[src/rtl/burst_pkg.sv]
package burst_pkg;

    localparam int BEAT_W = 2;

    typedef enum logic [0:0] {
        ST_IDLE  = 1'b0,
        ST_BURST = 1'b1
    } burst_st_e;

    typedef logic [BEAT_W-1:0] beat_t;

    function automatic beat_t order_step(input beat_t start, input beat_t beat, input logic linear);
        beat_t r;
        if (linear) r = start + beat;
        else        r = start ^ beat;
        return r;
    endfunction

endpackage

[src/rtl/burst_fsm.sv]
module burst_fsm
    import burst_pkg::*;
(
    input  logic      clk,
    input  logic      rst_n,
    input  logic      load,
    input  logic      advance,
    output burst_st_e state,
    output beat_t     beat
);

    burst_st_e state_q, state_d;
    beat_t     beat_q, beat_d;

    always_ff @(posedge clk) begin
        if (!rst_n) begin
            state_q <= ST_IDLE;
            beat_q  <= '0;
        end else begin
            state_q <= state_d;
            beat_q  <= beat_d;
        end
    end

    always_comb begin
        state_d = state_q;
        beat_d  = beat_q;
        unique case (state_q)
            ST_IDLE: begin
                if (load) begin
                    state_d = ST_BURST;
                    beat_d  = '0;
                end
            end
            ST_BURST: begin
                if (load) begin
                    beat_d = '0;
                end else if (advance) begin
                    beat_d = beat_q + beat_t'(1);
                end
            end
            default: begin
                state_d = ST_IDLE;
                beat_d  = '0;
            end
        endcase
    end

    always_comb begin
        state = state_q;
        beat  = beat_q;
    end

endmodule

[src/rtl/burst_capture.sv]
module burst_capture #(
    parameter int ADDR_W = 18
) (
    input  logic              clk,
    input  logic              rst_n,
    input  logic              load,
    input  logic [ADDR_W-1:0] ext_addr,
    input  logic              order_linear,
    output logic [ADDR_W-1:0] base,
    output logic              mode_lin
);

    logic [ADDR_W-1:0] base_q;
    logic              mode_q;

    always_ff @(posedge clk) begin
        if (!rst_n) begin
            base_q <= '0;
            mode_q <= 1'b0;
        end else if (load) begin
            base_q <= ext_addr;
            mode_q <= order_linear;
        end
    end

    assign base     = base_q;
    assign mode_lin = mode_q;

endmodule

[src/rtl/burst_order.sv]
module burst_order
    import burst_pkg::*;
#(
    parameter int ADDR_W = 18
) (
    input  burst_st_e         state,
    input  logic [ADDR_W-1:0] base,
    input  beat_t             beat,
    input  logic              mode_lin,
    output logic [ADDR_W-1:0] addr
);

    localparam int HI_W = ADDR_W - BEAT_W;

    beat_t low;

    always_comb begin
        low = order_step(base[BEAT_W-1:0], beat, mode_lin);
    end

    generate
        if (HI_W > 0) begin : g_hi
            always_comb begin
                unique case (state)
                    ST_IDLE:  addr = '0;
                    ST_BURST: addr = {base[ADDR_W-1:BEAT_W], low};
                    default:  addr = '0;
                endcase
            end
        end else begin : g_lo
            always_comb begin
                unique case (state)
                    ST_IDLE:  addr = '0;
                    ST_BURST: addr = low;
                    default:  addr = '0;
                endcase
            end
        end
    endgenerate

endmodule

[src/rtl/burst_addr_gen.sv]
module burst_addr_gen
    import burst_pkg::*;
#(
    parameter int ADDR_W = 18
) (
    input  logic              clk,
    input  logic              rst_n,
    input  logic [ADDR_W-1:0] ext_addr,
    input  logic              strobe_a,
    input  logic              strobe_b,
    input  logic              advance,
    input  logic              order_linear,
    output logic [ADDR_W-1:0] cur_addr
);

    logic              load;
    burst_st_e         fsm_state;
    beat_t             fsm_beat;
    logic [ADDR_W-1:0] base;
    logic              mode_q;

    assign load = strobe_a | strobe_b;

    burst_fsm u_fsm (
        .clk     (clk),
        .rst_n   (rst_n),
        .load    (load),
        .advance (advance),
        .state   (fsm_state),
        .beat    (fsm_beat)
    );

    burst_capture #(.ADDR_W(ADDR_W)) u_cap (
        .clk          (clk),
        .rst_n        (rst_n),
        .load         (load),
        .ext_addr     (ext_addr),
        .order_linear (order_linear),
        .base         (base),
        .mode_lin     (mode_q)
    );

    burst_order #(.ADDR_W(ADDR_W)) u_ord (
        .state    (fsm_state),
        .base     (base),
        .beat     (fsm_beat),
        .mode_lin (mode_q),
        .addr     (cur_addr)
    );

endmodule

[config.mk]
export PLATFORM = sky130hd
export DESIGN_NAME = burst_addr_gen
export DESIGN_NICKNAME = d
export VERILOG_FILES = /design/src/rtl/burst_pkg.sv /design/src/rtl/burst_fsm.sv /design/src/rtl/burst_capture.sv /design/src/rtl/burst_order.sv /design/src/rtl/burst_addr_gen.sv
export SDC_FILE = /design/constraint.sdc
export NUM_CORES = 1
export LEC_CHECK = 0
export BUFFER_PORTS_ARGS = -buffer_cell sky130_fd_sc_hd__buf_2
export CORE_ASPECT_RATIO = 1.4
export CORE_MARGIN = 4
export CORE_UTILIZATION = 49
export CTS_BUF_LIST = sky130_fd_sc_hd__clkbuf_8
export DETAILED_ROUTE_END_ITERATION = 6
export MAX_ROUTING_LAYER = met4
export PLACE_DENSITY = 0.89
export RECOVER_POWER = 100
export SLEW_MARGIN = 20
export SYNTH_ARGS = -nofsm -noshare
export SYNTH_HDL_FRONTEND = slang
export SYNTH_HIERARCHICAL = 1
export SYNTH_SLANG_ARGS = --single-unit
[constraint.sdc]
create_clock -name clk -period 1.4 [get_ports clk]
set_input_delay 0.42 -clock clk [delete_from_list [all_inputs] [get_ports clk]]
set_output_delay 0.42 -clock clk [all_outputs]
set_load 0.02 [all_outputs]
Word level (Yosys, flattened, before mapping)

Index checks and enable logic that the tools add are counted.

Output and inout bits: 18
Word-level logic and storage cells: 20
Bits in registers: 22

Bitwise gates (word level): 3
Mux-type cells: 8
$add $sub $neg: 2
Equality and inequality tests: 2
Reductions and logical operators: 1

Operators by type and width:

| cell                                         | number |
|---|---|
| one-hot mux 18 bit (2 select lines)          | 1 |
| two-way mux 2 bit                            | 4 |
| one-hot mux 2 bit (2 select lines)           | 1 |
| inequality test 3 bit, second input constant | 1 |
| adder 2 x 1 -> 2 bit, second input constant  | 1 |
| adder 2 bit                                  | 1 |
| two-way mux 1 bit                            | 2 |
| inequality test 2 bit, second input constant | 1 |
| AND reduction 2 bit                          | 1 |
| XOR 2 bit                                    | 1 |
| NOT 1 bit                                    | 1 |
| bitwise OR 1 bit                             | 1 |

Depth between registers and ports, before layout

Gate-level depths: netlist (run 1).

Word-level depth: 4
Mapped depth: 5
Gate-level depth less buffers: 3

Cells and area by module

The synthesis (run 1) kept the hierarchy.

Modules (own cells, without submodules):

| module         | times used | area each (um2) | cells an instance |
|---|---|---|---|
| burst_capture  | 1          | 724.4           | 60 |
| burst_order    | 1          | 166.4           | 23 |
| burst_fsm      | 1          | 128.9           | 12 |
| burst_addr_gen | 1          | 6.3             | 1 |

Worst setup path after synthesis (run 1)

Ideal clock, no wire load.

Path kind: register -> output
Start point: reg u_fsm.state_q (netlist: u_fsm/state)
End point: out cur_addr[1]
Stages on the path, launching flop included: 3
Required time: 980 ps
Arrival time: 1031 ps
Setup slack: -51 ps
Cells stage by stage: dfxtp_1 a21bo_1 mux2i_1

Longest elaborated chain between the ends: 2

RTL lines:

| what                                    | line                 | RTL |
|---|---|---|
| start, declared                         | burst_fsm.sv:12      | `burst_st_e state_q, state_d;` |
| start signal, assigned                  | burst_fsm.sv:20      | `state_q <= state_d;` |
| NOT 1 bit                               | burst_order.sv:24    | `unique case (state)` |
| one-hot mux 18 bit (2 select lines) (*) | burst_order.sv:24    |  |
| end, declared                           | burst_addr_gen.sv:13 | `output logic [ADDR_W-1:0] cur_addr` |

Every way passes the cells marked *; elsewhere a longest branch is shown, timed or not.

Final worst setup path (run 1)

Start point: reg u_cap.base_q[0] (netlist: u_cap/base[0])
End point: out cur_addr[1]

Longest elaborated chain between the ends: 3

RTL lines:

| what                                | line                | RTL |
|---|---|---|
| start, declared                     | burst_capture.sv:13 | `logic [ADDR_W-1:0] base_q;` |
| start signal, assigned              | burst_capture.sv:21 | `base_q <= ext_addr;` |
| adder 2 bit                         | burst_pkg.sv:14     | `if (linear) r = start + beat;` |
| two-way mux 2 bit                   | burst_pkg.sv:14     |  |
| one-hot mux 18 bit (2 select lines) | burst_order.sv:24   |  |

Every way passes these cells.

==> summary.md, run 1 <==
| Metric | Value |
|---|---|
| Top delay family on crit path | `flip-flops` |
| R2r worst-path depth | `4` |
| CP Launch Type | `flip-flop` |
| Total GRT Usage | `0.1562` |
| Via density | `5.048` |
| Hold Path Depth | `3` |
| FILL cells | `130` |
| CP required | `980 ps` |
| Starting Density | `0.5200` |
| VDD IR-drop max | `0.8362 mV` |
| Status | `complete, but fails checks` |
| Final setup margin | `-256.0 ps` |
| Leakage | `0.7779 nW` |
| Final setup fails | `17` |
| Synthesized net count | `121` |
| ANT cells | `0` |
| Synthesis Warnings | `6` |
| Mapped cell area | `1026 µm²` |
| DR iter-0 viols | `17` |
| Number of CTS-inserted buffers | `3` |
| Max_cap viols | `0` |
| CTS sink cnt | `22` |
| GRT Residual Overflow | `0` |
| CTS tree | `yes` |
| Failing checks | `negative setup slack` |
| Drt total wl | `2.335 mm` |
| Yosys reg bits | `22` |
| Mean area per synthesized cell | `10.69 µm²` |
| Routed length per instance | `13.98 µm` |
| Hold WS | `424.3 ps` |
| RSZ-0062 raised after global routing | `true` |
| Synth unique cells | `20` |
| Critical path endpoint category | `output pin` |
| Crit path cell chain | `ha_4 -> a21bo_1 -> mux2i_2 -> buf_4` |
| Via Count | `843` |
| Pwr/cell area | `921.1 nW/µm²` |
| Worst slack, placed | `-21.62 ps` |
| Number of global-route vias before repair | `798` |
| Post-DRT Antenna Nets | `0` |
| Die Ht | `62.14 µm` |
| Min Tclk post-route | `1656 ps` |
| Clk buf depth | `2` |
| Setup CP Type | `reg2out` |
| Register area share after synthesis | `0.4293` |
| Gpl congestion | `0.6896` |
| Cells after Synth | `96` |
| Root buffer cell | `clkbuf_8` |
| Die area | `2900 µm²` |
| Core area | `1973 µm²` |
| Io pins | `42` |
| Initial DRT Pass Iterations | `4` |
| Final net count | `172` |
| Slowest Stage Delay on Critical Path | `340 ps` |
| Max-slew violations | `0` |
| Row count | `19` |
| Hold Fails Final Rpt | `0` |
| Crit Path Max Fanout | `2` |
| Worst path depth | `4` |
| Largest net degree at the start of global routing | `18` |
| Least-Margin Pin Slew | `484.2 ps` |
| Port bufs | `41` |
| # DRC | `0` |
| Final period util | `1.183` |
| Min-delay worst type | `in2reg` |
| Cts hold-fix bufs | `0` |
| H-tree levels | `1` |
| DP HPWL | `1.611 mm` |
| Relative slew slack | `0.6772` |
| Worst skew pair latency | `250 ps` |
| Global-route wire length before repair | `3.394 mm` |
| Clock transition at path regs | `70 ps` |
| Peak Freq | `603.9 MHz` |
| Worst clock skew | `0.4014 ps` |
| Area delta synth->final | `49.15%` |
| Worst path arrival time | `1240 ps` |
| Worst Path Buf+Inv | `1` |
| Die width | `46.68 µm` |
| Initial antenna violation count | `0` |
| Setup Total Neg Slack | `-2139 ps` |
| Share of cells above drive strength 1 | `0.5205` |
| CP max stage cell | `dfxtp_2` |
power by group:
| group | total (W) | internal, W | leakage, nW | switching (W) |
|---|---|---|---|---|
| clock network | 0.000437 | 0.000250 | 0.0288 | 0.000187 |
| logic | 0.000283 | 0.000165 | 0.566 | 0.000117 |
| registers | 0.000689 | 0.000664 | 0.184 | 0.0000257 |
worst paths after layout:
path	end	slack, ps	from
worst min register to register	u_cap/base[17]	520	u_cap/base[17]
worst max register to register	u_fsm/beat[0]	330	u_fsm/state
worst min-delay path	u_cap/base[1]	420	ext_addr[1]
worst max-delay path	cur_addr[1]	-260	u_cap/base[0]
worst register-to-register path, delay by kind of cell, from the launching register on:
kind,cells,cell delay [ps]
buffers and inverters,2,310
DFF,1,380
AOI/OAI and AO/OA,2,300
state kept, by name, summed over array words and instances (netlist names):
signal and flops:
u_fsm/beat 2, u_cap/mode_lin 1, u_fsm/state 1, u_cap/base 18
cell usage in the layout, fill, tap and decap left out, types with 2 or more instances in the layout:
| cell type | synthesis | routed |
|---|---|---|
| and2_4 | 0 | 16 |
| buf_2 | 0 | 24 |
| buf_4 | 0 | 4 |
| buf_6 | 1 | 19 |
| clkbuf_8 | 0 | 4 |
| dfxtp_1 | 22 | 19 |
| dfxtp_2 | 0 | 2 |
| mux2i_1 | 21 | 20 |
| nand3_1 | 2 | 2 |
| nand3b_1 | 2 | 2 |
| nor2b_1 | 19 | 19 |
metal layers:
metal  track usage  wire [µm]
met1        0.1864        922
met2        0.2586       1210
met3       0.02890        175
met4       0.04498         27
met5             -          0
cell families after synthesis:
| logic type | count (synthesis) | synth area share |
|---|---|---|
| and+or+nand+nor | 43 | 0.2744 |
| DFF | 22 | 0.4293 |
| muxes | 21 | 0.2049 |
| AOI/OAI and AO/OA | 4 | 0.03171 |
| buffers and inverters | 4 | 0.03902 |
| xor gates and xnor gates | 1 | 0.008538 |
| adders and majority gates | 1 | 0.01219 |
Yosys cell counts, drive strengths merged:
master,n,area [µm²]
a21bo,2,20.02
a21oi,1,5.000
and2,17,115.1
buf,2,31.28
clkbuf,2,8.750
dfxtp,22,440.4
ha,1,12.51
mux2i,21,210.2
nand3,2,10.01
nand3b,2,15.01
nor2b,19,118.9
o21a,1,7.510
or2,1,6.260
or2b,1,7.510
or3b,1,8.760
xnor2,1,8.760
through the flow:
step | util | instances | power [W] | area, µm²
2_1_floorplan | - | 96 | 0.0008347 | 1030
3_3_place_gp | 0.6379 | 159 | 0.0009016 | 1259
3_5_place_dp | 0.6379 | 159 | 0.0009126 | 1259
4_1_cts | 0.6848 | 164 | 0.001355 | 1351
5_1_grt | 0.7755 | 167 | 0.001480 | 1530
6_report | 0.7755 | 167 | 0.001409 | 1530
area by class of cell:
type	count	area (µm²)	area share
Multi-Input combinational cell	70	594.3	0.3884
Timing Repair Buffer	50	407.9	0.2666
Sequential cell	22	446.7	0.2919
Tap cell	21	26.28	0.01717
Clock buffer	4	55.05	0.03598
timing repair:
action / 4_1_cts / 5_1_grt
endpoints found under the setup margin: 18 / 18
resized for setup: 10 / 51
endpoints found under the hold margin: 0 / 0
gates cloned: 0 / 1
pin swaps: 0 / 0
setup buffers: 1 / 2
No activity file was read; power rests on OpenSTA's default activity.
==> run 2, diff against run 1 <==
--- a/config.mk
+++ b/config.mk
@@ -12,7 +12,7 @@
 export CTS_BUF_LIST = sky130_fd_sc_hd__clkbuf_8
 export DETAILED_ROUTE_END_ITERATION = 6
 export MAX_ROUTING_LAYER = met4
-export PLACE_DENSITY = 0.89
+export PLACE_DENSITY = 0.8
 export RECOVER_POWER = 100
 export SLEW_MARGIN = 20
 export SYNTH_ARGS = -nofsm -noshare
==> summary.md, run 2 (synthesized netlist as in run 1, its figures left out) <==
| Metric | Value |
|---|---|
| CP Launch Type | `flip-flop` |
| H-tree levels | `1` |
| Initial DRT Pass Iterations | `3` |
| Io pins | `42` |
| Leakage | `0.7858 nW` |
| Worst path arrival time | `1220 ps` |
| DR iter-0 viols | `4` |
| FILL cells | `138` |
| Global-route wire length before repair | `3.939 mm` |
| Largest net degree at the start of global routing | `15` |
| CTS sink cnt | `22` |
| Min-delay src | `ext_addr[5]` |
| DP HPWL | `1.542 mm` |
| Peak Freq | `611.0 MHz` |
| Failing checks | `negative setup slack` |
| Share of cells above drive strength 1 | `0.5274` |
| Die width | `46.68 µm` |
| # DRC | `0` |
| Commonest non-fill, non-tap cell in the layout | `buf_2` |
| CTS tree | `yes` |
| Routed length per instance | `14.00 µm` |
| Max-slew violations | `0` |
| Status | `complete, but fails checks` |
| Setup CP Type | `reg2out` |
| Worst clock skew | `1.185 ps` |
| Hold path endpoint | `u_cap/base[5]` |
| Clk buf depth | `2` |
| Die Ht | `62.14 µm` |
| Hold Path Depth | `3` |
| Max_cap viols | `0` |
| CP required | `980 ps` |
| R2r worst-path depth | `3` |
| Post-DRT Antenna Nets | `0` |
| Pwr/cell area | `921.9 nW/µm²` |
| Crit Path Max Fanout | `2` |
| Reg2reg setup slack | `510 ps` |
| Relative slew slack | `0.7768` |
| Gpl congestion | `0.7116` |
| Starting Density | `0.5200` |
| Cts hold-fix bufs | `0` |
| Max reg flops | `18` |
| Via Count | `833` |
| VDD IR-drop max | `0.7631 mV` |
| Drt total wl | `2.338 mm` |
| Total GRT Usage | `0.1838` |
| Final core occ | `0.7825` |
| Reg-to-reg startpoint | `u_fsm/state` |
| Critical path endpoint category | `output pin` |
| Port bufs | `41` |
| Min Tclk post-route | `1637 ps` |
| Via density | `4.988` |
| Most frequent cells in the layout | `buf_2 (23), mux2i_1 (20), nor2b_1 (19), dfxtp_1 (19), buf_6 (18)` |
| RSZ-0062 raised after global routing | `true` |
| Number of global-route vias before repair | `847` |
| Final net count | `172` |
| Final setup margin | `-236.5 ps` |
| Initial antenna violation count | `0` |
| Die area | `2900 µm²` |
| Number of CTS-inserted buffers | `3` |
| Worst reg2reg path endpoint | `u_fsm/state` |
| Worst slack, placed | `-25.61 ps` |
| Final period util | `1.169` |
| Area delta synth->final | `50.49%` |
| GRT Residual Overflow | `0` |
| Row count | `19` |
| Min-delay worst type | `in2reg` |
| ANT cells | `0` |
| Clock transition at path regs | `80 ps` |
| Worst skew pair latency | `250 ps` |
| Final setup fails | `18` |
| Hold Fails Final Rpt | `0` |
| Least-Margin Pin Slew | `334.9 ps` |
| Root buffer cell | `clkbuf_8` |
| Core area | `1973 µm²` |
[run 2: worst max-delay path, stage by stage, from the launching register on]
cell     delay [ps]
dfxtp_2         340
ha_4            160
a21bo_1         170
mux2i_2         140
buf_4           160
[run 2: layout make-up]
cell class                 instances  area, µm²  share of cell area
timing repair buffer              50      420.4              0.2723
sequential                        22      446.7              0.2893
tap                               21      26.28             0.01702
multi-input combinational         70      595.6              0.3857
clock buffer                       4      55.05             0.03566
[run 2: report_power, final]
part	total [W]	switching, W	internal (W)
Combinational	0.000291	0.000119	0.000171
Clock	0.000442	0.000192	0.000250
Sequential	0.000691	0.0000270	0.000664
[run 2: through the flow]
step | cell area (µm²) | instances | hold slack (ps) | setup TNS [ps] | power, W
6_report | 1544 | 167 | 425.3 | -1800 | 0.001423
5_1_grt | 1544 | 167 | 438.2 | -2520 | 0.001488
4_1_cts | 1565 | 167 | 425.0 | -1876 | 0.001437
3_3_place_gp | 1266 | 160 | 486.5 | -13.41 | 0.0009041
3_5_place_dp | 1266 | 160 | 501.4 | -25.61 | 0.0009140
2_1_floorplan | 1030 | 96 | 474.2 | 0 | 0.0008347
[run 2: worst max-delay path by stage]
stage               cells past startpoint           to     startpoint
global route                            4  cur_addr[1]  u_cap/base[0]
finish                                  4  cur_addr[1]  u_cap/base[0]
CTS                                     4  cur_addr[1]  u_cap/base[0]
detailed placement                      4  cur_addr[1]  u_cap/base[0]
floorplan                               2  cur_addr[1]    u_fsm/state
global placement                        4  cur_addr[1]  u_cap/base[0]
[run 2: what timing repair did]
action | 4_1_cts | 5_1_grt
pin swaps | 1 | 0
gates cloned | 2 | 0
resized for setup | 62 | 1
endpoints found under the setup margin | 18 | 18
setup buffers | 1 | 1
[run 2: per-layer routing]
layer | vias up | track usage | part of all wire
met5 | - | - | 0
met3 | 2 | 0.02023 | 0.063
li1 | 417 | - | -
met1 | 389 | 0.2200 | 0.39
met2 | 25 | 0.3172 | 0.55
met4 | 0 | 0.04152 | 0.0034
==> run 3, diff against run 2 <==
--- a/config.mk
+++ b/config.mk
@@ -5,10 +5,11 @@
 export SDC_FILE = /design/constraint.sdc
 export NUM_CORES = 1
 export LEC_CHECK = 0
+export ABC_AREA = 1
 export BUFFER_PORTS_ARGS = -buffer_cell sky130_fd_sc_hd__buf_2
 export CORE_ASPECT_RATIO = 1.4
 export CORE_MARGIN = 4
-export CORE_UTILIZATION = 49
+export CORE_UTILIZATION = 50
 export CTS_BUF_LIST = sky130_fd_sc_hd__clkbuf_8
 export DETAILED_ROUTE_END_ITERATION = 6
 export MAX_ROUTING_LAYER = met4
==> summary.md, run 3 <==
| Metric | Value |
|---|---|
| Die width | `48.18 µm` |
| Io pins | `42` |
| Max reg flops | `18` |
| Synth top cells by count | `nand2_1 (62), nor2_1 (44), inv_1 (43)` |
| Clk buf depth | `2` |
| Max-slew violations | `0` |
| Starting Density | `0.5190` |
| Initial DRT Pass Iterations | `4` |
| Initial antenna violation count | `0` |
| Number of global-route vias before repair | `1038` |
| Asr flop ratio synth | `0` |
| Most frequent cell after synthesis | `nand2_1` |
| Crit path cell chain | `ha_4 -> nand2_2 -> nand3_2 -> nand2_1 -> nor2_1 -> buf_4` |
| Area of the multi-input gates | `548.0 µm²` |
| Hold Fails Final Rpt | `0` |
| Row count | `20` |
| Port bufs | `41` |
| Hold WS | `433.0 ps` |
| Core area | `2177 µm²` |
| Area contributors post-synth | `dfxtp_1 (39%), nand2_1 (21%), nor2_1 (15%), inv_1 (14%), buf_6 (4.0%)` |
| Peak Freq | `639.7 MHz` |
| Final period util | `1.117` |
| Pwr/cell area | `977.7 nW/µm²` |
| Grt met1 use | `0.1990` |
| Worst slack, placed | `88.90 ps` |
| Register area share after synthesis | `0.3898` |
| Most frequent cells in the layout | `nand2_1 (45), nor2_1 (44), inv_1 (26)` |
| Synthesized net count | `211` |
| VDD IR-drop max | `0.9140 mV` |
| Relative slew slack | `0.7498` |
| Via density | `4.414` |
| Synthesis Warnings | `6` |
| Synth top area share | `0.3898` |
| Root buffer cell | `clkbuf_8` |
| RSZ-0062 raised after global routing | `true` |
| Final setup margin | `-163.3 ps` |
| Global-route wire length before repair | `4.222 mm` |
| Die area | `3095 µm²` |
| Die Ht | `64.25 µm` |
| CP max stage cell | `dfxtp_2` |
| ANT cells | `0` |
| Failing checks | `negative setup slack` |
| Critical path endpoint category | `output pin` |
| Reg area | `446.7 µm²` |
| Min-delay worst type | `in2reg` |
| CP required | `980 ps` |
| Gpl congestion | `0.7009` |
| Top Usage Layer GRT | `met2` |
| H-tree levels | `1` |
| Post-DRT Antenna Nets | `0` |
| Number of CTS-inserted buffers | `3` |
| Share of cells above drive strength 1 | `0.4017` |
| Largest net degree at the start of global routing | `21` |
| Drt total wl | `2.545 mm` |
| Yosys reg bits | `22` |
| Worst clock skew | `0.1929 ps` |
| Mapped cell area | `1130 µm²` |
| CP Launch Type | `flip-flop` |
| CTS tree | `yes` |
| DR iter-0 viols | `39` |
| Final net count | `260` |
| Least-Margin Pin Slew | `375.3 ps` |
| GRT Residual Overflow | `0` |
| M2 GR Usage | `0.3219` |
| Cells after Synth | `186` |
| Area delta synth->final | `46.40%` |
| Synth Flop Type | `dfxtp_1` |
| # DRC | `0` |
| Post-synth EDFFs | `0` |
| Setup Total Neg Slack | `-799.8 ps` |
| Commonest non-fill, non-tap cell in the layout | `nand2_1` |
| Total GRT Usage | `0.1922` |
| Min Tclk post-route | `1563 ps` |
| Reg2reg setup slack | `200 ps` |
| Status | `complete, but fails checks` |
| Final core occ | `0.7598` |
| Largest area contributor in the netlist | `dfxtp_1` |
| DP HPWL | `1.570 mm` |
| Synth unique cells | `13` |
| Worst path arrival time | `1140 ps` |
| Met3 track demand over resource | `0.03099` |
| Max_cap viols | `0` |
| Slowest Stage Delay on Critical Path | `360 ps` |
| CTS sink cnt | `22` |
| Clock transition at path regs | `80 ps` |
| Routed length per instance | `9.941 µm` |
| Final setup fails | `18` |
| Leakage | `1.052 nW` |
| Crit Path Max Fanout | `2` |
| Worst skew pair latency | `260 ps` |
| Via Count | `1130` |
| Setup CP Type | `reg2out` |
| FILL cells | `174` |
| Mean area per synthesized cell | `6.074 µm²` |
[run 3: cell count changes after synthesis, sizes merged, moves of 2 or more]
cell	before	now
buf	2	8
nand3b	2	0
nor2b	19	0
a21bo	2	0
mux2i	21	0
clkbuf	2	0
and2	17	0
nor2	0	44
nand2	0	63
inv	0	43
[run 3: worst max-delay path: cells and delay by family (launching register included)]
kind,cells,cell delay (ps)
simple gates,4,240
buf+inv,1,150
fa+ha+maj,1,130
flops,1,360
[run 3: worst paths after layout]
check / startpoint / end / depth (start not counted)
setup / recovery: u_fsm/beat[0] / cur_addr[1] / 6
hold / removal: ext_addr[3] / u_cap/base[3] / 5
hold reg to reg: u_cap/base[16] / u_cap/base[16] / 2
setup reg to reg: u_fsm/state / u_fsm/beat[1] / 7
[run 3: per-stage QoR]
step                      instances  power [W]  instance area [µm²]
after floorplan                 186  0.0008757                 1130
after global placement          248  0.0009419                 1343
after detailed placement        248  0.0009467                 1343
after CTS                       256   0.001611                 1612
after global routing            256   0.001707                 1654
final                           256   0.001617                 1654
[run 3: cells by family after synthesis]
kind of cell | after synthesis | share of synthesized area
compound gates | 2 | 0.008860
fa+ha+maj | 1 | 0.01107
buf+inv | 51 | 0.2181
flops | 22 | 0.3898
simple gates | 110 | 0.3721
[run 3: power by group]
part / switching, W / internal, W / total [W]
clock: 0.000212 / 0.000382 / 0.000594
combinational: 0.000169 / 0.000149 / 0.000318
sequential: 0.0000377 / 0.000668 / 0.000706
total: 0.000418 / 0.00120 / 0.00162
[run 3: repair_timing]
item,in CTS,in global routing
pin swaps,3,3
hold buffers,0,0
gates cloned,2,0
setup buffers,2,0
gates resized for setup,67,25
endpoints found under the hold margin,0,0
setup endpoints to repair,18,18
[run 3: layer usage]
layer	vias to the layer above	routed length, µm
li1	612	-
met1	475	991
met2	36	1323
met3	7	159
met4	0	72
met5	-	0
[run 3: final cells by class]
cell class | count | area share
multi-input combinational | 113 | 0.3313
sequential | 22 | 0.2700
timing repair buffer | 52 | 0.2413
inverter | 43 | 0.09758
clock buffer | 3 | 0.02496
clock inverter | 1 | 0.01815
tap | 22 | 0.01664
